$ cat src/rtl/dhc_pkg.sv
package dhc_pkg;
  localparam int REG_W = 8;
  localparam int N_SRC = 3;

  // Control register bit positions
  localparam int CB_TRACE    = 0;
  localparam int CB_FLAG_EN  = 1;
  localparam int CB_CAP_EN   = 2;
  localparam int CB_CAP_WRAP = 3;
  localparam int CB_IRQ_INH  = 4;
  localparam int CB_SPARE    = 5;
  localparam int CB_WATCH_EN = 6;
  localparam int CB_BREAK_EN = 7;

  // Halt source order inside the gate vector; status bits 5..7 follow it
  localparam int SRC_FLAG  = 0;
  localparam int SRC_WATCH = 1;
  localparam int SRC_BREAK = 2;

  typedef logic [REG_W-1:0] reg_t;

  typedef struct packed {
    logic [N_SRC-1:0] cause;    // [2]=break [1]=watch [0]=flag
    logic             watch_en;
    logic             break_en;
    logic             watch_raw;
    logic             zero;
    logic             toggle;
  } status_t;
endpackage

$ cat src/rtl/dhc_ctrl_reg.sv
module dhc_ctrl_reg
  import dhc_pkg::*;
(
  input  logic clk,
  input  logic rst_n,
  input  logic wr_en,
  input  reg_t wr_data,
  input  logic cap_done,
  output reg_t ctrl_q,
  output logic arm
);
  reg_t ctrl_d;
  logic ctrl_ce;

  always_comb begin
    ctrl_d  = ctrl_q;
    ctrl_ce = 1'b0;
    if (wr_en) begin
      ctrl_d  = wr_data;
      ctrl_ce = 1'b1;
    end else if (cap_done) begin
      ctrl_d[CB_CAP_EN] = 1'b0;
      ctrl_ce = 1'b1;
    end
  end

  assign arm = wr_en && wr_data[CB_CAP_EN] && !ctrl_q[CB_CAP_EN];

  always_ff @(posedge clk or negedge rst_n) begin
    if (!rst_n)       ctrl_q <= '0;
    else if (ctrl_ce) ctrl_q <= ctrl_d;
  end

  AST_WRITE_LOADS: assert property (@(posedge clk) disable iff (!rst_n)
    wr_en |=> ctrl_q == $past(wr_data));
endmodule

$ cat src/rtl/dhc_halt_gate.sv
module dhc_halt_gate #(
  parameter int NS = 3
) (
  input  logic          clk,
  input  logic          rst_n,
  input  logic [NS-1:0] hit,
  input  logic [NS-1:0] en,
  input  logic          clr,
  output logic          halt,
  output logic [NS-1:0] cause
);
  logic [NS-1:0] gated;
  logic [NS-1:0] cause_d;
  logic          halt_d;

  for (genvar s = 0; s < NS; s++) begin : g_src
    assign gated[s]   = hit[s] & en[s];
    assign cause_d[s] = (clr ? 1'b0 : cause[s]) | gated[s];

    always_ff @(posedge clk or negedge rst_n) begin
      if (!rst_n) cause[s] <= 1'b0;
      else        cause[s] <= cause_d[s];
    end

    AST_CAUSE_STICKY: assert property (@(posedge clk) disable iff (!rst_n)
      (cause[s] && !clr) |=> cause[s]);
    AST_CAUSE_GATED: assert property (@(posedge clk) disable iff (!rst_n)
      (!en[s] && (clr || !cause[s])) |=> !cause[s]);
  end

  assign halt_d = |gated;

  always_ff @(posedge clk or negedge rst_n) begin
    if (!rst_n) halt <= 1'b0;
    else        halt <= halt_d;
  end
endmodule

$ cat src/rtl/dhc_capture.sv
module dhc_capture #(
  parameter int DEPTH = 1024,
  parameter int IDX_W = $clog2(DEPTH)
) (
  input  logic             clk,
  input  logic             rst_n,
  input  logic             arm,
  input  logic             cap_en,
  input  logic             wrap_en,
  input  logic             evt,
  output logic             we,
  output logic [IDX_W-1:0] idx,
  output logic             done,
  output logic             toggle
);
  localparam logic [IDX_W-1:0] LAST = IDX_W'(DEPTH - 1);

  logic [IDX_W-1:0] idx_d;
  logic             idx_ce;
  logic             at_last;

  assign we      = cap_en & evt;
  assign at_last = (idx == LAST);
  assign done    = we & at_last & !wrap_en;

  always_comb begin
    idx_d  = idx;
    idx_ce = 1'b0;
    if (arm) begin
      idx_d  = '0;
      idx_ce = 1'b1;
    end else if (we) begin
      idx_ce = 1'b1;
      if (!at_last)     idx_d = idx + IDX_W'(1);
      else if (wrap_en) idx_d = '0;
    end
  end

  always_ff @(posedge clk or negedge rst_n) begin
    if (!rst_n)      idx <= '0;
    else if (idx_ce) idx <= idx_d;
  end

  always_ff @(posedge clk or negedge rst_n) begin
    if (!rst_n)  toggle <= 1'b0;
    else if (we) toggle <= !toggle;
  end

  AST_IDX_STEP: assert property (@(posedge clk) disable iff (!rst_n)
    (we && !at_last) |=> idx == $past(idx) + IDX_W'(1));
  AST_IDX_WRAP: assert property (@(posedge clk) disable iff (!rst_n)
    (we && at_last && wrap_en) |=> idx == '0);
  AST_IDX_ARM: assert property (@(posedge clk) disable iff (!rst_n)
    arm |=> idx == '0);
  AST_TOGGLE_CAUSE: assert property (@(posedge clk) disable iff (!rst_n)
    (toggle != $past(toggle)) |-> $past(we));
endmodule

$ cat src/rtl/dbg_halt_ctrl.sv
module dbg_halt_ctrl
  import dhc_pkg::*;
#(
  parameter int DEPTH = 1024,
  parameter int IDX_W = $clog2(DEPTH)
) (
  input  logic             clk,
  input  logic             rst_n,
  input  logic             reg_wr,
  input  logic             reg_sel,
  input  logic [7:0]       reg_wdata,
  input  logic             brk_hit,
  input  logic             wpt_hit,
  input  logic             flg_hit,
  input  logic             cap_evt,
  output logic             halt,
  output logic             irq_inhibit,
  output logic             trace_mode,
  output logic             cap_we,
  output logic [IDX_W-1:0] cap_idx,
  output logic [7:0]       ctrl_q,
  output logic [7:0]       status_q
);
  logic             ctl_wr;
  logic             arm;
  logic             cap_done;
  logic             tog;
  logic             wraw_q;
  logic [N_SRC-1:0] hits;
  logic [N_SRC-1:0] ens;
  logic [N_SRC-1:0] cause;
  reg_t             ctrl;
  status_t          st;

  // Writes addressed to the status byte fall away here
  assign ctl_wr = reg_wr & !reg_sel;

  dhc_ctrl_reg u_ctrl (
    .clk      (clk),
    .rst_n    (rst_n),
    .wr_en    (ctl_wr),
    .wr_data  (reg_wdata),
    .cap_done (cap_done),
    .ctrl_q   (ctrl),
    .arm      (arm)
  );

  assign hits[SRC_FLAG]  = flg_hit;
  assign hits[SRC_WATCH] = wpt_hit;
  assign hits[SRC_BREAK] = brk_hit;
  assign ens[SRC_FLAG]   = ctrl[CB_FLAG_EN];
  assign ens[SRC_WATCH]  = ctrl[CB_WATCH_EN];
  assign ens[SRC_BREAK]  = ctrl[CB_BREAK_EN];

  dhc_halt_gate #(.NS(N_SRC)) u_gate (
    .clk   (clk),
    .rst_n (rst_n),
    .hit   (hits),
    .en    (ens),
    .clr   (ctl_wr),
    .halt  (halt),
    .cause (cause)
  );

  dhc_capture #(.DEPTH(DEPTH), .IDX_W(IDX_W)) u_cap (
    .clk     (clk),
    .rst_n   (rst_n),
    .arm     (arm),
    .cap_en  (ctrl[CB_CAP_EN]),
    .wrap_en (ctrl[CB_CAP_WRAP]),
    .evt     (cap_evt),
    .we      (cap_we),
    .idx     (cap_idx),
    .done    (cap_done),
    .toggle  (tog)
  );

  always_ff @(posedge clk or negedge rst_n) begin
    if (!rst_n) wraw_q <= 1'b0;
    else        wraw_q <= wpt_hit;
  end

  always_comb begin
    st.cause     = cause;
    st.watch_en  = ctrl[CB_WATCH_EN];
    st.break_en  = ctrl[CB_BREAK_EN];
    st.watch_raw = wraw_q;
    st.zero      = 1'b0;
    st.toggle    = tog;
  end

  assign status_q    = st;
  assign ctrl_q      = ctrl;
  assign irq_inhibit = ctrl[CB_IRQ_INH];
  assign trace_mode  = ctrl[CB_TRACE];

  AST_BREAK_GATED: assert property (@(posedge clk) disable iff (!rst_n)
    (brk_hit && !ctrl_q[CB_BREAK_EN] && !wpt_hit && !flg_hit) |=> !halt);
  AST_HALT_SOURCE: assert property (@(posedge clk) disable iff (!rst_n)
    halt |-> $past((brk_hit && ctrl_q[CB_BREAK_EN]) || (wpt_hit && ctrl_q[CB_WATCH_EN])
                   || (flg_hit && ctrl_q[CB_FLAG_EN])));
  AST_STATUS_WRITE_IGNORED: assert property (@(posedge clk) disable iff (!rst_n)
    (reg_wr && reg_sel && !cap_we) |=> ctrl_q == $past(ctrl_q));
  AST_ONESHOT_STOP: assert property (@(posedge clk) disable iff (!rst_n)
    (cap_we && cap_idx == IDX_W'(DEPTH - 1) && !ctrl_q[CB_CAP_WRAP] && !ctl_wr)
      |=> !ctrl_q[CB_CAP_EN]);
  AST_WATCH_RAW: assert property (@(posedge clk) disable iff (!rst_n)
    wpt_hit |=> status_q[2]);
endmodule

$ cat config.mk
export PLATFORM = sky130hd
export DESIGN_NAME = dbg_halt_ctrl
export DESIGN_NICKNAME = d
export VERILOG_FILES = /design/src/rtl/dhc_pkg.sv /design/src/rtl/dhc_ctrl_reg.sv /design/src/rtl/dhc_halt_gate.sv /design/src/rtl/dhc_capture.sv /design/src/rtl/dbg_halt_ctrl.sv
export SDC_FILE = /design/constraint.sdc
export NUM_CORES = 1
export LEC_CHECK = 0
export ABC_AREA = 1
export BUFFER_PORTS_ARGS = -buffer_cell sky130_fd_sc_hd__buf_2
export CAP_MARGIN = 20
export CORE_MARGIN = 2
export CORE_UTILIZATION = 34
export CTS_BUF_LIST = sky130_fd_sc_hd__clkbuf_4 sky130_fd_sc_hd__clkbuf_8
export DETAILED_ROUTE_END_ITERATION = 10
export PLACE_DENSITY = 0.59
export SYNTH_ARGS = -nofsm -noshare
export SYNTH_HDL_FRONTEND = slang
export SYNTH_SLANG_ARGS = --single-unit
$ cat constraint.sdc
create_clock -name clk -period 3.3 [get_ports clk]
set_clock_uncertainty 0.15 [all_clocks]
set_input_delay 0 -clock clk [delete_from_list [all_inputs] [get_ports clk]]
set_output_delay 0 -clock clk [all_outputs]
set_load 0.05 [all_outputs]
* Yosys cells after proc, flatten, opt, wreduce, memory -nomap -nowiden
Index checks and enable logic that the tools add are counted.
** Storage, ports and cells
- Bits in registers :: 24
- Input port bits :: 16
- Output and inout bits :: 30
- Logic and storage cells :: 47
** Cells by class
- $add $sub $neg :: 1
- Equality and inequality tests :: 2
- Mux-type cells :: 13
- Bitwise logic cells :: 10
- Reductions and logical operators :: 12
** Operators by type and width (count)
- $mux 10 :: 4
- $add 10x1->10 const B :: 1
- $eq 10x10->1 const B :: 1
- $mux 1 :: 9
- $and 1x1->1 :: 7
- $logic_not 1->1 :: 4
- $reduce_and 2->1 :: 2
- $reduce_bool 2->1 :: 2
- $ne 3x3->1 const B :: 1
- $or 1x1->1 :: 3
- $reduce_and 3->1 :: 1
- $reduce_or 3->1 :: 1
- $logic_and 1x1->1 :: 2

* Depth between registers and ports, before layout
Gate-level depths: netlist (run 1).
- Depth in word-level cells :: 6
- Gate-level depth with buffers :: 8
- Mapped depth without buffers :: 8

* Cells and area by module
Synthesis (run 1) repeated with hierarchy kept, for this count alone.
** Second synthesis, totals
- Cells, all modules :: 161
- Area, all modules :: 1290.0 um^2
** Modules (own cells, without submodules)
- dhc_capture :: instances 1, cells each 101, area an instance 728.2 um^2, sequential area each 275.3 um^2
- dhc_ctrl_reg :: instances 1, cells each 35, area an instance 327.8 um^2, sequential area each 200.2 um^2
- dhc_halt_gate :: instances 1, cells each 14, area an instance 142.6 um^2, sequential area each 100.1 um^2
- dbg_halt_ctrl :: instances 1, cells each 11, area an instance 91.3 um^2, sequential area each 25.0 um^2

* Worst setup path before layout (run 1)
No wires, ideal clock.
- Path type :: reg2reg
- From :: reg u_cap.idx[1]
- To :: reg u_cap.idx[2]
- Library setup time :: 0.067 ns
- Arrival :: 1.703 ns
- Required time :: 3.083 ns
- Slack :: 1.380 ns
- Stages on the path, launching flop included :: 9
- Path buffers :: 1
- Clock period less this slack :: 1.920 ns
- Cell sequence :: dfrtp_1 > ha_1 > nand2_1 > nor2_4 > nand4_4 > nand2_4 > buf_6 > nand3_1 > nand2_1
** On the way
- Word-level cells in the longest chain between the ends :: 4
- Elaborated cells between the ends (all ways) :: 7
- Those cells by class :: add/sub (1); eq/ne (2); mux (3); reduce/logical (1)
** Ends and longest elaborated chain
- start, declared :: line dhc_capture.sv:12 : output logic [IDX_W-1:0] idx,
- start signal, assigned :: line dhc_capture.sv:41 : else if (idx_ce) idx <= idx_d;
- $add 10x1->10 or $eq 10x10->1 (tied branches) :: line dhc_capture.sv:34, dhc_capture.sv:23
- $mux 10 :: line dhc_capture.sv:34 : if (!at_last) idx_d = idx + IDX_W'(1);
- $mux 10 :: line dhc_capture.sv:32 : end else if (we) begin
- $mux 10 :: line dhc_capture.sv:29 : if (arm) begin
Parallel ways exist; a longest one is shown, timed or not. The select of a mux whose other input is x is not followed.
A chain may end at the register's enable or synchronous reset.

* Worst setup path in the final report (run 1)
- From :: reg u_cap.idx[1]
- To :: reg u_ctrl.ctrl_q[2]
** On the way
- Word-level cells in the longest chain between the ends :: 6
- Elaborated cells between the ends (all ways) :: 7
- Those cells by class :: eq/ne (1); mux (2); bitwise (2); reduce/logical (2)
** Ends and longest elaborated chain
- $eq 10x10->1 * :: line dhc_capture.sv:23 : assign at_last = (idx == LAST);
- $and 1x1->1 * (2 in series) :: line dhc_capture.sv:24 : assign done = we & at_last & !wrap_en;
- $mux 1 :: line dhc_ctrl_reg.sv:21 : end else if (cap_done) begin
- $mux 1 :: line dhc_ctrl_reg.sv:18 : if (wr_en) begin
- $reduce_and 2->1 (no line) *
- end signal, assigned :: line dhc_ctrl_reg.sv:31 : else if (ctrl_ce) ctrl_q <= ctrl_d;
- end, declared :: line dhc_ctrl_reg.sv:9 : output reg_t ctrl_q,
Every way passes the cells marked *; elsewhere a longest branch is shown, timed or not.

==> impl_metrics.env, run 1 <==
export IMPL_dr_first_iter_drc_count=59
export IMPL_drc=0
export IMPL_drive_above_1_share=0.2607
export IMPL_hold_viol=0
export IMPL_fin_nets=229
export IMPL_fmax_mhz=488.9
export IMPL_synth_nets=170
export IMPL_antenna_found_initial=0
export IMPL_fin_tns_setup_ps=0
export IMPL_grt_total_usage=0.1549
export IMPL_port_buffers=44
export IMPL_yosysUniqueCellTypes=24
export IMPL_layout_common_cells="nand2_1 (56), buf_2 (44), dfrtp_1 (24), dlygate4sd3_1 (22), nand3_1 (14)"
export IMPL_die_y_microns=64.94
export IMPL_power_per_cell_area_nw_per_um2=583.3
export IMPL_clkPwrFrac=0.256
export IMPL_ir_worst_vdd_v=0.0003699
export IMPL_cts_buffers=3
export IMPL_routed_via_density=4.544
export IMPL_yosys_top_cells_area="dfrtp_1 (48%), nand2_1 (17%), nand3_1 (5.6%)"
export IMPL_avgSynthCellArea_sq_um=8.251
export IMPL_slowest_delay_ps=560
export IMPL_cpLargestDelayFamily="buffers and inverters"
export IMPL_area_growth_pct=38.26
export IMPL_root_buffer="clkbuf_8"
export IMPL_p_int_mw=0.5962
export IMPL_overflow=0
export IMPL_first_pass_iters=4
export IMPL_ant_nets=0
export IMPL_synth_top_area_frac=0.4757
export IMPL_start_util=0.3501
export IMPL_syn_area_sq_um=1262
export IMPL_grt_pass1_vias=1142
export IMPL_grt_pass1_wl_mm=5.071
export IMPL_async_flop_share=1.000
export IMPL_grt_max_degree=25
export IMPL_drt_total_wl_mm=3.001
export IMPL_crit_chain="ha_1, nand2_1, nor2_4, nand4_4, nor2_1, o21ai_0, dlygate4sd3_1"
export IMPL_drv_cap=0
export IMPL_worst_slew_margin_rel=0.5751
export IMPL_clkTransAtPathRegs_ps=90
export IMPL_cts_max_level=1
export IMPL_crit_fanout=5
export IMPL_switching_share=0.4144
export IMPL_cts_setup_buffers=0
export IMPL_critPathSlowestCell="dlygate4sd3_1"
export IMPL_cts_buffer_depth=2
export IMPL_worst_slew_pin_slew_ps=635.0
export IMPL_synth_ff_type="dfrtp_1"
export IMPL_routedWlPerCell_microns=11.59
export IMPL_dp_hpwl_mm=1.941
export IMPL_placeableCoreArea_sq_um=3606
export IMPL_setup_viol=0
export IMPL_finalWeightedCongestion=0.7549
export IMPL_syn_inst=153
export IMPL_cts_sinks=24
export IMPL_p_leak_nw=0.9247
export IMPL_timing_final_crit_share=0.6198
export IMPL_cp_end_kind="register"
export IMPL_ys_seq_area_frac=0.4757
export IMPL_clk_latency_ps=270
export IMPL_min_period_ps=2045
export IMPL_worstSetupPathType="register to register"
export IMPL_sequentialPowerShare=0.378
export IMPL_num_io_pins=46
export IMPL_hold_path_class="input port to register"
export IMPL_combPwrFrac=0.366
export IMPL_rsz0062_at_grt="false"
export IMPL_cts_tree="yes"
export IMPL_final_max_slew_viol_count=0
export IMPL_dieArea_sq_um=4217
export IMPL_yosys_warnings=0
export IMPL_via_count=1177
export IMPL_outcome="completed"
export IMPL_required_ps=3300
export IMPL_net_switching_power_mw=0.4220
export IMPL_arrival_ps=2050
export IMPL_layout_commonest_cell="nand2_1"
export IMPL_post_route_util=0.4840
export IMPL_critPathBufInv=1
export IMPL_synth_edff_count=0
export IMPL_rows=22
export IMPL_die_x_microns=64.94
export IMPL_diodes=0
export IMPL_ys_ff_latch=24
export IMPL_start_kind="register"
export IMPL_yosys_area_top_type="dfrtp_1"
worst min-delay path: stages:
cell     delay (ps)
buf_2            70
nor2_1          140
o21ai_0         170
cell type report:
type                    instances  area, sq um
fillers                       363         1861
clock buffers                   3        41.29
flip-flops and latches         24        600.6
multi-input cells             107        535.5
well taps                      48        60.06
clock inverters                 1        30.03
repair buffers                 66        440.4
inverters                      10        37.54
worst paths after layout:
kind                                          start  slack (ps)                           end  cells after the start
max in group asynchronous                     rst_n        2570     u_gate.cause[1]$_DFF_PN0_                      2
hold reg to reg            u_cap.toggle$_DFFE_PN0P_         330      u_cap.toggle$_DFFE_PN0P_                      1
setup / recovery           u_cap.idx[1]$_DFFE_PN0P_        1250  u_ctrl.ctrl_q[2]$_DFFE_PN0P_                      7
min in group asynchronous                     rst_n          80  u_ctrl.ctrl_q[1]$_DFFE_PN0P_                      2
hold / removal                              reg_sel         0.4  u_ctrl.ctrl_q[3]$_DFFE_PN0P_                      3
setup reg to reg           u_cap.idx[1]$_DFFE_PN0P_        1250  u_ctrl.ctrl_q[2]$_DFFE_PN0P_                      7
through the flow:
stage               std cells  power (mW)  cell area [sq um]  setup slack [ps]  hold slack, ps
floorplan                 153      0.6806               1262              1380          -445.6
global placement          233      0.7429               1454              1334          -135.9
detailed placement        233      0.7427               1454              1275          -137.0
CTS                       259       1.025               1745              1264           6.271
global route              259       1.071               1745              1145           52.93
finish                    259       1.018               1745              1255          0.3954
what timing repair did:
item | CTS | global route
hold buffers | 22 | 0
gates resized for setup | 0 | 0
hold endpoints to repair | 38 | 0
per-layer routing:
metal,wire length (microns),vias up,global-route usage
met5,0,-,0
met4,13,0,0.02394
met3,202,2,0.04514
met2,1401,42,0.2719
met1,1383,547,0.1908
li1,-,586,-
state kept, by name, indices dropped and copies added (netlist names):
register	flops
u_cap.toggle	1
wraw_q	1
u_gate.halt	1
u_ctrl.ctrl_q	8
u_cap.idx	10
u_gate.cause	3
cells by family after synthesis:
| group | share of synthesized area |
|---|---|
| simple gates | 0.3271 |
| buf+inv | 0.1001 |
| compound gates | 0.02875 |
| other cells | 0.002970 |
| fa+ha+maj | 0.009909 |
| flops | 0.4757 |
| xor+xnor | 0.05550 |
power by group through the flow:
stage	combinational (mW)	clock (mW)	sequential (mW)
finish	0.372	0.261	0.385
floorplan	0.168	0	0.513
detailed placement	0.352	0	0.390
global placement	0.354	0	0.389
CTS	0.373	0.267	0.385
global route	0.395	0.283	0.393
synthesized netlist by cell type, types with 2 or more instances:
master	number
xnor2_1	3
buf_4	9
nor2_1	13
nand3_1	14
nand2_1	56
dfrtp_1	24
inv_1	9
o21ai_0	2
buf_2	2
o21ai_1	2
nand3_2	2
xor2_1	5
Power figures use the tool's default switching activity.
==> inputs of run 2 (changes only) <==
==> constraint.sdc (replaced) <==
create_clock -name clk -period 2 [get_ports clk]
set_clock_uncertainty 0.15 [all_clocks]
set_input_delay 0 -clock clk [delete_from_list [all_inputs] [get_ports clk]]
set_output_delay 0 -clock clk [all_outputs]
set_load 0.05 [all_outputs]
==> impl_metrics.env, run 2 (synthesis gave the netlist of run 1 again) <==
export IMPL_start_util=0.3501
export IMPL_switching_share=0.4157
export IMPL_layoutNonFillerInstCount=258
export IMPL_layout_commonest_cell="nand2_1"
export IMPL_first_pass_iters=4
export IMPL_placeableCoreArea_sq_um=3606
export IMPL_fmax_mhz=576.4
export IMPL_area_growth_pct=37.07
export IMPL_grt_pass1_wl_mm=5.181
export IMPL_clkPwrFrac=0.256
export IMPL_dp_hpwl_mm=2.066
export IMPL_routed_via_density=4.512
export IMPL_largest_registers="u_cap.idx (10), u_ctrl.ctrl_q (8), u_gate.cause (3)"
export IMPL_die_y_microns=64.94
export IMPL_combPwrFrac=0.367
export IMPL_required_ps=2010
export IMPL_largest_reg_flops=10
export IMPL_arrival_ps=1750
export IMPL_dieArea_sq_um=4217
export IMPL_hold_viol=0
export IMPL_crit_fanout=13
export IMPL_grt_max_degree=25
export IMPL_num_io_pins=46
export IMPL_diodes=0
export IMPL_worst_slew_margin_rel=0.6387
export IMPL_setup_viol=0
export IMPL_cp_end_kind="register"
export IMPL_post_route_util=0.4799
export IMPL_min_to="u_ctrl.ctrl_q[2]$_DFFE_PN0P_"
export IMPL_critPathSlowestCell="dfrtp_1"
export IMPL_cpLargestDelayFamily="simple AND/OR/NAND/NOR gates"
export IMPL_worstSetupPathType="register to register"
export IMPL_drive_above_1_share=0.2714
export IMPL_worstHoldStart="reg_sel"
export IMPL_cts_max_level=1
export IMPL_outcome="completed"
export IMPL_ant_nets=0
export IMPL_finalPower_mw=1.679
export IMPL_r2r_cells=8
export IMPL_root_buffer="clkbuf_8"
export IMPL_ir_worst_vdd_v=0.0005883
export IMPL_drv_cap=0
export IMPL_start_kind="register"
export IMPL_worst_slew_pin_slew_ps=541.9
export IMPL_grt_total_usage=0.1556
export IMPL_crit_chain="ha_1, nand2_1, nor2_4, nand4_4, nand2_4, nand2_2, nand2_1, nand2_1"
export IMPL_layout_common_cells="nand2_1 (56), buf_2 (44), dfrtp_1 (24), dlygate4sd3_1 (19), nand3_1 (14)"
export IMPL_overflow=0
export IMPL_critPathBufInv=0
export IMPL_reg2reg_from="u_cap.idx[1]$_DFFE_PN0P_"
export IMPL_cts_buffers=3
export IMPL_routedWlPerCell_microns=11.86
export IMPL_cts_resized=0
export IMPL_antenna_found_initial=0
export IMPL_p_int_mw=0.9813
export IMPL_hold_path_class="input port to register"
export IMPL_power_per_cell_area_nw_per_um2=970.4
export IMPL_net_switching_power_mw=0.6980
export IMPL_min_period_ps=1735
export IMPL_worstHoldPathCells=5
export IMPL_fin_nets=228
export IMPL_rsz0062_at_grt="false"
export IMPL_fin_tns_setup_ps=0
export IMPL_regMostFlops="u_cap.idx"
export IMPL_timing_final_crit_share=0.8674
export IMPL_clk_latency_ps=270
export IMPL_clkTransAtPathRegs_ps=90
export IMPL_via_count=1164
export IMPL_dr_first_iter_drc_count=68
export IMPL_port_buffers=44
export IMPL_cts_tree="yes"
export IMPL_placed_cells=235
export IMPL_rows=22
export IMPL_path_common_cell="nand2_1"
export IMPL_p_leak_nw=0.9250
export IMPL_die_x_microns=64.94
export IMPL_cts_sinks=24
export IMPL_final_max_slew_viol_count=0
export IMPL_finalWeightedCongestion=0.7977
export IMPL_r2r_slack_ps=270
export IMPL_cts_buffer_depth=2
export IMPL_slowest_delay_ps=420
export IMPL_drc=0
export IMPL_timing_rr_end="u_cap.idx[9]$_DFFE_PN0P_"
export IMPL_sequentialPowerShare=0.377
export IMPL_grt_pass1_vias=1143
export IMPL_drt_total_wl_mm=3.059
==> run 2: cell type report <==
class	instances	area (sq um)
Fill cell	347	1876
Sequential cell	24	600.6
Multi-Input combinational cell	107	535.5
Timing Repair Buffer	65	425.4
Tap cell	48	60.06
Clock buffer	3	41.29
Inverter	10	37.54
Clock inverter	1	30.03
==> run 2: power groups by stage <==
stage                     logic, mW  registers [mW]  clock network, mW
after CTS                     0.618           0.634              0.444
after global placement        0.592           0.639                  0
after global routing          0.651           0.647              0.467
final                         0.616           0.634              0.429
after floorplan               0.277           0.846                  0
after detailed placement      0.590           0.643                  0
==> run 2: worst reg2reg max path, stage by stage, from the launching register on <==
cell and delay [ps]:
dfrtp_1 420, ha_1 230, nand2_1 100, nor2_4 180
nand4_4 110, nand2_4 180, nand2_2 120, nand2_1 90
nand2_1 50
==> run 2: how the worst max path moves through the flow <==
stage,from,endpoint,cells past startpoint
5_1_grt,u_cap.idx[1]$_DFFE_PN0P_,u_cap.idx[7]$_DFFE_PN0P_,8
3_5_place_dp,u_cap.idx[1]$_DFFE_PN0P_,u_cap.idx[9]$_DFFE_PN0P_,8
6_report,u_cap.idx[1]$_DFFE_PN0P_,u_cap.idx[9]$_DFFE_PN0P_,8
2_1_floorplan,u_cap.idx[1]$_DFFE_PN0P_,u_cap.idx[2]$_DFFE_PN0P_,8
4_1_cts,u_cap.idx[1]$_DFFE_PN0P_,u_cap.idx[9]$_DFFE_PN0P_,8
3_3_place_gp,u_cap.idx[1]$_DFFE_PN0P_,u_cap.idx[9]$_DFFE_PN0P_,8
==> run 2: per-stage QoR <==
step | worst slack, ps | area [sq um] | hold WS, ps
floorplan | 79.53 | 1262 | -445.6
global placement | 346.3 | 1469 | -130.6
detailed placement | 285.1 | 1469 | -132.5
CTS | 270.0 | 1730 | 0.1337
global route | 114.2 | 1730 | 24.05
finish | 265.2 | 1730 | 5.696
==> run 2: per-layer routing <==
layer / up-vias / global-route usage / part of all wire
met5: - / 0 / 0
met4: 0 / 0.03723 / 0.0033
met3: 2 / 0.04167 / 0.072
met2: 39 / 0.2629 / 0.46
met1: 544 / 0.1974 / 0.47
li1: 579 / - / -
==> run 2: what timing repair did <==
item | 4_1_cts | 5_1_grt
hold buffers | 19 | 0
endpoints found under the hold margin | 38 | 0
setup endpoints to repair | 0 | 0
buffers inserted | 0 | 0
==> inputs of run 3 (changes only) <==
--- a/config.mk
+++ b/config.mk
@@ -12,7 +12,7 @@
 export CORE_UTILIZATION = 34
 export CTS_BUF_LIST = sky130_fd_sc_hd__clkbuf_4 sky130_fd_sc_hd__clkbuf_8
 export DETAILED_ROUTE_END_ITERATION = 10
-export PLACE_DENSITY = 0.59
+export PLACE_DENSITY = 0.6
 export SYNTH_ARGS = -nofsm -noshare
 export SYNTH_HDL_FRONTEND = slang
 export SYNTH_SLANG_ARGS = --single-unit
==> impl_metrics.env, run 3 (synthesis gave the netlist of run 1 again) <==
export IMPL_outcome="completed"
export IMPL_wirelength_met1_mm=1.343
export IMPL_cts_tree="yes"
export IMPL_timing_final_crit_share=0.8457
export IMPL_fin_nets=226
export IMPL_ir_worst_vdd_v=0.0005985
export IMPL_regMostFlops="u_cap.idx"
export IMPL_root_buffer="clkbuf_8"
export IMPL_cp_end_kind="register"
export IMPL_path_common_cell="nand2_1"
export IMPL_worstSetupPathType="register to register"
export IMPL_routed_via_density=4.441
export IMPL_crit_chain="ha_1, nand2_1, nor2_4, nand4_4, nand2_4, nand2_2, nand2_1, nand2_1"
export IMPL_hold_viol=0
export IMPL_dr_wl_met3_microns=197
export IMPL_worstHoldPathCells=5
export IMPL_setup_viol=0
export IMPL_clkTransAtPathRegs_ps=90
export IMPL_top_layer="met4"
export IMPL_clk_latency_ps=260
export IMPL_grt_pass1_wl_mm=5.161
export IMPL_timing_rr_end="u_cap.idx[4]$_DFFE_PN0P_"
export IMPL_rsz0062_at_grt="false"
export IMPL_drt_total_wl_mm=2.928
export IMPL_grt_pass1_vias=1208
export IMPL_die_x_microns=64.94
export IMPL_port_buffers=44
export IMPL_worst_slew_margin_rel=0.6354
export IMPL_worstHoldStart="reg_sel"
export IMPL_cts_sinks=24
export IMPL_num_io_pins=46
export IMPL_ant_nets=0
export IMPL_reg2reg_from="u_cap.idx[1]$_DFFE_PN0P_"
export IMPL_start_util=0.3501
export IMPL_area_growth_pct=34.19
export IMPL_slowest_delay_ps=410
export IMPL_first_pass_iters=4
export IMPL_arrival_ps=1700
export IMPL_placeableCoreArea_sq_um=3606
export IMPL_die_y_microns=64.94
export IMPL_cts_buffer_depth=2
export IMPL_drc=0
export IMPL_drv_cap=0
export IMPL_start_kind="register"
export IMPL_required_ps=2010
export IMPL_largest_reg_flops=10
export IMPL_min_to="u_ctrl.ctrl_q[1]$_DFFE_PN0P_"
export IMPL_final_max_slew_viol_count=0
export IMPL_via_count=1137
export IMPL_dp_hpwl_mm=2.022
export IMPL_r2r_slack_ps=310
export IMPL_worst_slew_pin_slew_ps=546.9
export IMPL_fin_tns_setup_ps=0
export IMPL_hold_path_class="input port to register"
export IMPL_layout_commonest_cell="nand2_1"
export IMPL_dieArea_sq_um=4217
export IMPL_power_per_cell_area_nw_per_um2=923.9
export IMPL_finalWeightedCongestion=0.8036
export IMPL_layout_common_cells="nand2_1 (56), buf_2 (44), dfrtp_1 (24), dlygate4sd3_1 (17), nand3_1 (14)"
export IMPL_antenna_found_initial=0
export IMPL_rows=22
export IMPL_dr_first_iter_drc_count=52
export IMPL_routedWlPerCell_microns=11.44
export IMPL_p_leak_nw=0.9139
export IMPL_drive_above_1_share=0.2740
export IMPL_cts_max_level=1
export IMPL_fmax_mhz=591.2
export IMPL_overflow=0
export IMPL_largest_registers="u_cap.idx (10), u_ctrl.ctrl_q (8), u_gate.cause (3)"
export IMPL_diodes=0
export IMPL_critPathSlowestCell="dfrtp_1"
export IMPL_grt_total_usage=0.1556
export IMPL_grt_max_degree=25
export IMPL_cts_buffers=3
export IMPL_finalPower_mw=1.565
export IMPL_min_period_ps=1691
export IMPL_crit_fanout=13
export IMPL_dr_wl_met2_mm=1.378
export IMPL_r2r_cells=8
==> run 3: routing by layer <==
| metal | up-vias | track usage |
|---|---|---|
| met5 | - | 0 |
| met4 | 0 | 0.05585 |
| met3 | 2 | 0.03299 |
| met2 | 39 | 0.2758 |
| met1 | 521 | 0.1842 |
| li1 | 575 | - |
==> run 3: report_power, final <==
group	internal [mW]	switching, mW
registers	0.561	0.0696
logic	0.151	0.460
clock network	0.175	0.149
==> run 3: worst max path at each step <==
stage                                   from                       end  slack (ps)  depth (start not counted)
CTS                 u_cap.idx[1]$_DFFE_PN0P_  u_cap.idx[7]$_DFFE_PN0P_         300                          8
detailed placement  u_cap.idx[1]$_DFFE_PN0P_  u_cap.idx[7]$_DFFE_PN0P_         300                          8
finish              u_cap.idx[1]$_DFFE_PN0P_  u_cap.idx[4]$_DFFE_PN0P_         310                          8
global placement    u_cap.idx[0]$_DFFE_PN0P_  u_cap.idx[4]$_DFFE_PN0P_         340                          8
global route        u_cap.idx[1]$_DFFE_PN0P_  u_cap.idx[9]$_DFFE_PN0P_         130                          8
floorplan           u_cap.idx[1]$_DFFE_PN0P_  u_cap.idx[2]$_DFFE_PN0P_          80                          8
==> run 3: area by class of cell <==
cell class,instances,area (sq um)
repair buffers,63,405.4
multi-input cells,107,535.5
well taps,48,60.06
flip-flops and latches,24,600.6
fillers,365,1912
clock buffers,4,55.05
inverters,10,37.54
==> run 3: metrics by stage <==
stage | hold slack (ps) | setup slack, ps | std cells | area (sq um) | util
final | 5.937 | 308.5 | 256 | 1694 | 0.4698
after global routing | 31.59 | 130.7 | 256 | 1694 | 0.4698
after CTS | 0.9873 | 297.4 | 256 | 1694 | 0.4698
after detailed placement | -129.2 | 304.8 | 235 | 1469 | 0.4074
after global placement | -129.4 | 344.9 | 235 | 1469 | 0.4074
after floorplan | -445.6 | 79.53 | 153 | 1262 | -
==> run 3: critical path, delay by kind of cell (launching register included) <==
| family | cells | cell delay, ps |
|---|---|---|
| simple gates | 7 | 800 |
| flops | 1 | 410 |
| fa+ha+maj | 1 | 220 |
==> run 3: repair_timing <==
item / in CTS / in global routing
hold endpoints to repair: 38 / 0
setup buffers: 0 / 0
gates resized for setup: 0 / 0
hold buffers: 17 / 0
